==> src/rtl/fpsr_pkg.sv <==
package fpsr_pkg;
  localparam int STAT_W = 32;
  localparam int FLAG_W = 14;
  localparam int CR_W   = 4;

  // summary bits
  localparam int B_FX  = 31;
  localparam int B_FEX = 30;
  localparam int B_VX  = 29;

  // enabled-summary pairs: sticky bit and its enable
  localparam int NPAIR = 5;
  localparam int PAIR_STICKY [NPAIR] = '{29, 28, 27, 26, 25};
  localparam int PAIR_ENABLE [NPAIR] = '{7, 6, 5, 4, 3};

  // invalid sub-cause bits: 24..19 and 10..8
  localparam logic [STAT_W-1:0] SUB_MASK  = 32'h01F8_0700;
  // bits an operation must never touch
  localparam logic [STAT_W-1:0] KEEP_MASK = 32'h0007_F8FF;

  // flag vector index -> status bit
  function automatic int flag_bit(input int idx);
    case (idx)
      0:  return 28;
      1:  return 27;
      2:  return 26;
      3:  return 25;
      4:  return 29;
      5:  return 24;
      6:  return 23;
      7:  return 22;
      8:  return 21;
      9:  return 20;
      10: return 19;
      11: return 10;
      12: return 9;
      default: return 8;
    endcase
  endfunction
endpackage

==> src/rtl/fpsr_merge.sv <==
module fpsr_merge import fpsr_pkg::*; #(
  parameter int SW = STAT_W,
  parameter int FW = FLAG_W
) (
  input  logic [SW-1:0] cur,
  input  logic [FW-1:0] flags,
  output logic [SW-1:0] merged
);
  logic [FW-1:0][SW-1:0] set_mask;

  genvar g;
  generate
    for (g = 0; g < FW; g++) begin : g_flag
      localparam int POS = flag_bit(g);
      always_comb begin
        set_mask[g]      = '0;
        set_mask[g][POS] = flags[g];
      end
    end
  endgenerate

  logic [SW-1:0] or_acc;
  always_comb begin
    or_acc = cur;
    for (int i = 0; i < FW; i++) or_acc = or_acc | set_mask[i];
    if (|flags) or_acc[B_FX] = 1'b1;
    if (|(or_acc & SUB_MASK)) or_acc[B_VX] = 1'b1;
    merged = or_acc;
  end
endmodule

==> src/rtl/fpsr_summary.sv <==
module fpsr_summary import fpsr_pkg::*; #(
  parameter int SW = STAT_W
) (
  input  logic [SW-1:0] merged,
  output logic [SW-1:0] final_word,
  output logic          fex
);
  logic [NPAIR-1:0] pair_hit;

  genvar p;
  generate
    for (p = 0; p < NPAIR; p++) begin : g_pair
      assign pair_hit[p] = merged[PAIR_STICKY[p]] & merged[PAIR_ENABLE[p]];
    end
  endgenerate

  assign fex = |pair_hit;

  always_comb begin
    final_word        = merged;
    final_word[B_FEX] = fex;
  end
endmodule

==> src/rtl/fpsr_record.sv <==
module fpsr_record #(
  parameter int CW = 4
) (
  input  logic          clk,
  input  logic          rst,
  input  logic          take,
  input  logic [CW-1:0] src,
  output logic [CW-1:0] cr_q
);
  always_ff @(posedge clk) begin
    if (rst)       cr_q <= '0;
    else if (take) cr_q <= src;
  end


  cr_copy_chk: assert property (@(posedge clk) disable iff (rst)
    take |=> (cr_q == $past(src)));

  cr_hold_chk: assert property (@(posedge clk) disable iff (rst)
    !take |=> $stable(cr_q));
endmodule

==> src/rtl/fp_status_recorder.sv <==
module fp_status_recorder import fpsr_pkg::*; #(
  parameter int SW = STAT_W,
  parameter int FW = FLAG_W,
  parameter int CW = CR_W
) (
  input  logic          clk,
  input  logic          rst,
  input  logic          op_valid,
  input  logic [FW-1:0] exc_flags,
  input  logic          rec_en,
  input  logic          wb_req,
  input  logic          wr_en,
  input  logic [SW-1:0] wr_data,
  output logic [SW-1:0] status_q,
  output logic [CW-1:0] cr_field,
  output logic          trap_q,
  output logic          adv_pc,
  output logic          wb_commit
);
  logic [SW-1:0] merged, final_word;
  logic          fex;
  logic          op_go;

  assign op_go = op_valid & ~wr_en;

  fpsr_merge #(.SW(SW), .FW(FW)) u_merge (
    .cur(status_q), .flags(exc_flags), .merged(merged)
  );

  fpsr_summary #(.SW(SW)) u_sum (
    .merged(merged), .final_word(final_word), .fex(fex)
  );

  fpsr_record #(.CW(CW)) u_rec (
    .clk(clk), .rst(rst), .take(op_go & rec_en),
    .src(status_q[SW-1 -: CW]), .cr_q(cr_field)
  );

  always_ff @(posedge clk) begin
    if (rst) begin
      status_q  <= '0;
      trap_q    <= 1'b0;
      adv_pc    <= 1'b0;
      wb_commit <= 1'b0;
    end else if (wr_en) begin
      status_q  <= wr_data;
      trap_q    <= 1'b0;
      adv_pc    <= 1'b0;
      wb_commit <= 1'b0;
    end else if (op_valid) begin
      status_q  <= final_word;
      trap_q    <= fex;
      adv_pc    <= ~fex;
      wb_commit <= wb_req & ~fex;
    end else begin
      trap_q    <= 1'b0;
      adv_pc    <= 1'b0;
      wb_commit <= 1'b0;
    end
  end


  reset_clear_chk: assert property (@(posedge clk)
    rst |=> (status_q == '0 && !trap_q && !adv_pc && !wb_commit));

  sticky_keep_chk: assert property (@(posedge clk) disable iff (rst)
    op_go |=> ((($past(status_q) & ~(SW'(1) << B_FEX)) & ~status_q) == '0));

  summary_set_chk: assert property (@(posedge clk) disable iff (rst)
    (op_go && (exc_flags != '0)) |=> status_q[B_FX]);

  invalid_sum_chk: assert property (@(posedge clk) disable iff (rst)
    op_go |=> (((status_q & SUB_MASK) == '0) || status_q[B_VX]));

  trap_match_chk: assert property (@(posedge clk) disable iff (rst)
    op_go |=> (trap_q == status_q[B_FEX]));

  trap_idle_chk: assert property (@(posedge clk) disable iff (rst)
    !op_go |=> !trap_q);

  adv_no_trap_chk: assert property (@(posedge clk) disable iff (rst)
    adv_pc |-> !trap_q);

  commit_needs_adv_chk: assert property (@(posedge clk) disable iff (rst)
    wb_commit |-> adv_pc);

  direct_load_chk: assert property (@(posedge clk) disable iff (rst)
    wr_en |=> (status_q == $past(wr_data) && !adv_pc && !trap_q));

  untouched_chk: assert property (@(posedge clk) disable iff (rst)
    op_go |=> (((status_q ^ $past(status_q)) & KEEP_MASK) == '0));
endmodule

==> config.mk <==
export PLATFORM = sky130hd
export DESIGN_NAME = fp_status_recorder
export DESIGN_NICKNAME = d
export VERILOG_FILES = /design/src/rtl/fpsr_pkg.sv /design/src/rtl/fpsr_merge.sv /design/src/rtl/fpsr_summary.sv /design/src/rtl/fpsr_record.sv /design/src/rtl/fp_status_recorder.sv
export SDC_FILE = /design/constraint.sdc
export NUM_CORES = 1
export LEC_CHECK = 0
export BUFFER_PORTS_ARGS = -buffer_cell sky130_fd_sc_hd__buf_2
export CAP_MARGIN = 20
export CORE_ASPECT_RATIO = 2
export CORE_UTILIZATION = 40
export CTS_BUF_LIST = sky130_fd_sc_hd__clkbuf_16
export DETAILED_ROUTE_END_ITERATION = 8
export PLACE_DENSITY = 0.63
export SKIP_CTS_REPAIR_TIMING = 1
export SLEW_MARGIN = 0
export SYNTH_ARGS = -nofsm -noshare
export SYNTH_HDL_FRONTEND = slang
export SYNTH_HIERARCHICAL = 1
export SYNTH_SLANG_ARGS = --single-unit
export TNS_END_PERCENT = 100
==> constraint.sdc <==
create_clock -name clk -period 5.8 [get_ports clk]
set_input_delay 0.58 -clock clk [delete_from_list [all_inputs] [get_ports clk]]
set_output_delay 0.58 -clock clk [all_outputs]
set_load 0.02 [all_outputs]
## After elaboration in Yosys (flattened, before gate mapping)

Cells that the tools add are included.

- Register bits after elaboration: 39
- Latch bits: 0
- RAM bits: 0
- ROM bits: 0
- Input port bits: 52
- Output and inout port bits: 39
- Memories: 0

- Add/subtract/negate cells: 0
- $mul: 0
- Div/mod/pow operators: 0
- $lt $le $gt $ge: 0
- Equality and inequality tests: 0
- Shift operators: 0
- Mux-type cells: 4
- Bitwise operators: 25
- Reductions and logical operators: 5

Operators with widths:

| operator | count |
|---|---|
| 32-bit 2-to-1 mux | 2 |
| 32-bit by 10-bit OR with 32-bit output | 1 |
| 32-bit by 11-bit OR with 32-bit output | 1 |
| 32-bit by 20-bit OR with 32-bit output | 1 |
| 32-bit by 21-bit OR with 32-bit output | 1 |
| 32-bit by 22-bit OR with 32-bit output | 1 |
| 32-bit by 23-bit OR with 32-bit output | 1 |
| 32-bit by 24-bit OR with 32-bit output | 1 |
| 32-bit by 25-bit OR with 32-bit output | 1 |
| 32-bit by 26-bit OR with 32-bit output | 1 |
| 32-bit by 27-bit OR with 32-bit output | 1 |
| 32-bit by 28-bit OR with 32-bit output | 1 |
| 32-bit by 29-bit OR with 32-bit output | 1 |
| 32-bit by 30-bit OR with 32-bit output | 1 |
| 32-bit by 9-bit OR with 32-bit output | 1 |
| 14-bit OR reduction | 1 |
| 9-bit OR reduction | 1 |
| 1-bit bitwise AND | 8 |
| 5-bit OR reduction | 1 |
| 1-bit NOT | 3 |
| 3-bit OR reduction | 1 |
| 1-bit 2-to-1 mux | 2 |
| 2-bit nonzero test | 1 |

## Logic depth before layout (Yosys ltp)

- Word-level depth: 20
- Mapped depth: 8

## Modules after synthesis

Netlist, hierarchy kept.

Modules (own cells, without submodules):

| module | instances | cells an instance | area an instance (µm²) |
|---|---|---|---|
| fp_status_recorder | 1 | 150 | 1750.4 |
| fpsr_merge | 1 | 40 | 275.3 |
| fpsr_summary | 1 | 35 | 261.5 |
| fpsr_record | 1 | 13 | 140.1 |

## Worst setup path before layout

Ideal clock, no wire load.

- Path kind: input-to-reg
- Start: input exc_flags[7]
- End: register status_q[30]
- Setup time: 130 ps
- Arrival: 2814 ps
- Data required time: 5670 ps
- Setup slack: 2856 ps
- Cell stages on the path: 8
- Path through: or4_1 or4_1 or4_1 a222oi_1 nand2_1 buf_4 mux2i_1 a211oi_2

- Cells in the longest elaborated chain, start to end: 13

RTL lines:

| what | line | RTL |
|---|---|---|
| start, declared | fp_status_recorder.sv:9 | `input logic [FW-1:0] exc_flags,` |
| 32-bit by 23-bit OR with 32-bit output | fpsr_merge.sv:25 | `for (int i = 0; i < FW; i++) or_acc = or_acc \| set_mask[i];` |
| 32-bit by 22-bit OR with 32-bit output | fpsr_merge.sv:25 |  |
| 32-bit by 21-bit OR with 32-bit output | fpsr_merge.sv:25 |  |
| 32-bit by 20-bit OR with 32-bit output | fpsr_merge.sv:25 |  |
| 32-bit by 11-bit OR with 32-bit output | fpsr_merge.sv:25 |  |
| 32-bit by 10-bit OR with 32-bit output | fpsr_merge.sv:25 |  |
| 32-bit by 9-bit OR with 32-bit output | fpsr_merge.sv:25 |  |
| 9-bit OR reduction | fpsr_merge.sv:27 | `if (\|(or_acc & SUB_MASK)) or_acc[B_VX] = 1'b1;` |
| 1-bit 2-to-1 mux | fpsr_merge.sv:27 |  |
| net merged[29] | fp_status_recorder.sv:20 | `logic [SW-1:0] merged, final_word;` |
| 1-bit bitwise AND | fpsr_summary.sv:13 | `assign pair_hit[p] = merged[PAIR_STICKY[p]] & merged[PAIR_ENABLE[p]];` |
| 5-bit OR reduction | fpsr_summary.sv:17 | `assign fex = \|pair_hit;` |
| net fex | fp_status_recorder.sv:21 | `logic fex;` |
| 32-bit 2-to-1 mux | fp_status_recorder.sv:50 | `end else if (op_valid) begin` |
| 32-bit 2-to-1 mux | fp_status_recorder.sv:45 | `end else if (wr_en) begin` |
| end signal, assigned | fp_status_recorder.sv:46 | `status_q <= wr_data;` |
| end signal, assigned | fp_status_recorder.sv:51 | `status_q <= final_word;` |
| end, declared | fp_status_recorder.sv:14 | `output logic [SW-1:0] status_q,` |

The timed path passes the listed nets, and every way through them passes these cells. The select of a mux whose other input is x is not followed.
A chain may end at the register's enable or synchronous reset.

## Final worst setup path

- Start: input exc_flags[7]
- End: register wb_commit

- Cells in the longest elaborated chain, start to end: 13

RTL lines:

| what | line | RTL |
|---|---|---|
| 32-bit by 23-bit OR with 32-bit output | fpsr_merge.sv:25 |  |
| 32-bit by 22-bit OR with 32-bit output | fpsr_merge.sv:25 |  |
| 32-bit by 21-bit OR with 32-bit output | fpsr_merge.sv:25 |  |
| 32-bit by 20-bit OR with 32-bit output | fpsr_merge.sv:25 |  |
| 32-bit by 11-bit OR with 32-bit output | fpsr_merge.sv:25 |  |
| 32-bit by 10-bit OR with 32-bit output | fpsr_merge.sv:25 |  |
| 32-bit by 9-bit OR with 32-bit output | fpsr_merge.sv:25 |  |
| 9-bit OR reduction | fpsr_merge.sv:27 |  |
| 1-bit 2-to-1 mux | fpsr_merge.sv:27 |  |
| net merged[29] | fp_status_recorder.sv:20 |  |
| 1-bit bitwise AND | fpsr_summary.sv:13 |  |
| 5-bit OR reduction | fpsr_summary.sv:17 |  |
| net fex | fp_status_recorder.sv:21 |  |
| 1-bit NOT | fp_status_recorder.sv:54 | `wb_commit <= wb_req & ~fex;` |
| 1-bit bitwise AND | fp_status_recorder.sv:54 |  |
| end signal, assigned | fp_status_recorder.sv:54 |  |
| end, declared | fp_status_recorder.sv:18 | `output logic wb_commit` |

The timed path passes the listed nets, and every way through them passes these cells.

==> parameters.txt <==
Parameter                              Value

Run status
  Status    finished, violations left
  Violated checks    design-rule violations

Layout
  Highest-count cells in the layout ignoring fill and taps    sky130_fd_sc_hd__buf_2 (90), sky130_fd_sc_hd__dfxtp_1 (39), sky130_fd_sc_hd__mux2i_1 (36)
  Number of nets at the end of the flow    between 300 and 400
  Antenna Diode Count    0
  Area growth syn-to-layout    9.411%
  Most common cell after layout, fill and taps aside    sky130_fd_sc_hd__buf_2
  Fill cell instance count of the final layout    580
  Share of final-layout standard cells stronger than drive strength 1    between 50% and 60%

Min path
  Min-Delay Path Class    reg2reg

STA
  Worst Skew    4.579 ps
  Achievable Freq    between 0.3 and 0.4 GHz
  Final Worst Setup Slack    around 2900 ps
  Final critical-path share of the clock period    between 50% and 60%
  Period minus WS final    between 2000 and 3000 ps
  Hold violation total from the final report    0
  Tightest Pin Transition    1069 ps
  Setup repair after global routing missed its margin    false
  Slew HR    around 29%
  Fin Setup TNS    0 ps
  Count of final setup violators    0
  Final number of max-transition violations    0

Clocking
  Number of H-tree levels    2
  CTS root buffer    sky130_fd_sc_hd__clkbuf_16
  Buffers from clock root to sink, at most    2
  Insertion delay to the later sink of the worst-skew pair    roughly 280 ps
  Clock tree from TritonCTS    done
  Clock-pin slew on the worst setup and hold paths    roughly 60 ps
  Number of buffers created by CTS    5
  Clock sink total    39

Logic synthesis
  Post-Synthesis Cells    237
  Netlist area before placement    2420 sq um
  Average footprint of a synthesized cell    between 10 and 15 sq um
  Yosys warnings    6
  Post-synthesis net count    slightly below 300

Floorplan
  Full die area    ~6400 sq um
  Number of ports placed on the die boundary    91
  Number of cell rows    39
  Initial cell density of the core    a little over two fifths
  Horizontal die dimension    about 57 microns
  Core ar.    5758 sq um
  Die Y-Extent    ~110 microns

Placed design
  # port buffers    90
  RD Place Congestion    about 0.7
  Pre-CTS worst setup slack    roughly 2600 ps
  Hpwl dp    approximately 3700 microns

Pwr
  Post-route total power    between 0.7 and 0.8 mW
  Total leakage power    about 1.2 nW
  Pwr Density    approximately 280 nW/um^2
  IR Drop Worst-Case VDD    between 150 and 200 uV

Global route
  Global routing met2 resource utilization    roughly 31%
  Number of global-route vias before repair    1670
  Global Route met1 Usage    between 15 and 20%
  Highest-utilization routing layer at the global route stage    met2
  Grt total ovfl    0
  Total routing usage reported by global routing    ~17%
  Grt met3 use    just under 4%
  Number of antenna violations at the first check in global routing    0
  Wire length of the first global-routing pass    8093 microns
  Maximum number of pins on one net before global-route repair    39

Critical path
  Critical-path top delay cell    sky130_fd_sc_hd__or4_1
  CP Cell Sequence    buf_2, or4_1, or4_1, or4_1, a222oi_1, nand2_1, nor4b_2, and2_1
  Crit path capture type    register
  Startpoint class of the critical path    input port
  Most numerous cell on the critical path    sky130_fd_sc_hd__or4_1
  Slowest Stage Delay on Critical Path    520 ps
  CP required    approximately 6000 ps
  Classification of the worst setup path    in2reg
  Crit Path Max Fanout    3
  Signal arrival time at the worst endpoint    about 3200 ps

Job
  Total of max-cap violations    0

Detailed routing
  Count of antenna-violating nets left after detailed routing    0
  Post-route DRC violation count    16
  Final wirelength    slightly above 5000 microns
  Number of vias per cell after detailed routing    4.982
  Drt initial violations    between 90 and 100
  Length of the first detailed-routing pass in iterations    6
  Routed wire length per instance    ~15 microns
  Detailed-route via count    1659
per-stage QoR:
stage | area (sq um) | cells | util [%] | hold slack [ps]
after floorplan | 2420 | 237 | - | 578.8
after global placement | 2484 | 325 | 43.13 | 471.9
final | 2648 | 333 | 45.98 | 489.7
after CTS | 2648 | 333 | 45.98 | 500.4
after global routing | 2648 | 333 | 45.98 | 532.1
after detailed placement | 2484 | 325 | 43.13 | 486.5
sequential cells by signal, indices dropped and copies added (netlist names):
register and count:
u_rec/cr_q 4, trap_q 1, status_q 32, adv_pc 1, wb_commit 1
per-layer routing:
| layer | wire [microns] | share of wire (%) |
|---|---|---|
| met1 | 1867 | 36 |
| met2 | 2847 | 56 |
| met4 | 79 | 1.5 |
| met5 | 0 | 0 |
| met3 | 322 | 6.3 |
critical path: cells and delay by family:
kind	cells	cell delay [ps]
buf+inv	1	110
compound gates	1	360
simple gates	6	2110
path summary, 6_finish.rpt:
check,start,end,slack [ps],cells past startpoint
max,exc_flags[7],wb_commit,2870,8
min,u_rec/cr_q[2],u_rec/cr_q[2],490,2
max reg2reg,status_q[22],wb_commit,2930,7
min reg2reg,u_rec/cr_q[2],u_rec/cr_q[2],490,2
where the power goes:
| group | switching, mW | leakage (nW) | internal [mW] | total [mW] |
|---|---|---|---|---|
| sequential | 0.0140 | 0.324 | 0.287 | 0.301 |
| clock | 0.105 | 0.0812 | 0.200 | 0.305 |
| combinational | 0.0792 | 0.803 | 0.0628 | 0.142 |
| total | 0.198 | 1.21 | 0.550 | 0.748 |
area by class of cell:
| class | instances | area (sq um) | area share, % |
|---|---|---|---|
| flip-flops and latches | 39 | 780.7 | 29.49 |
| inverters | 1 | 3.754 | 0.1418 |
| clock buffers | 5 | 125.1 | 4.726 |
| clock inverters | 3 | 38.79 | 1.465 |
| multi-input cells | 134 | 1172 | 44.28 |
| well taps | 61 | 76.32 | 2.883 |
| repair buffers | 90 | 450.4 | 17.01 |
No activity file was read; power rests on OpenSTA's default activity.
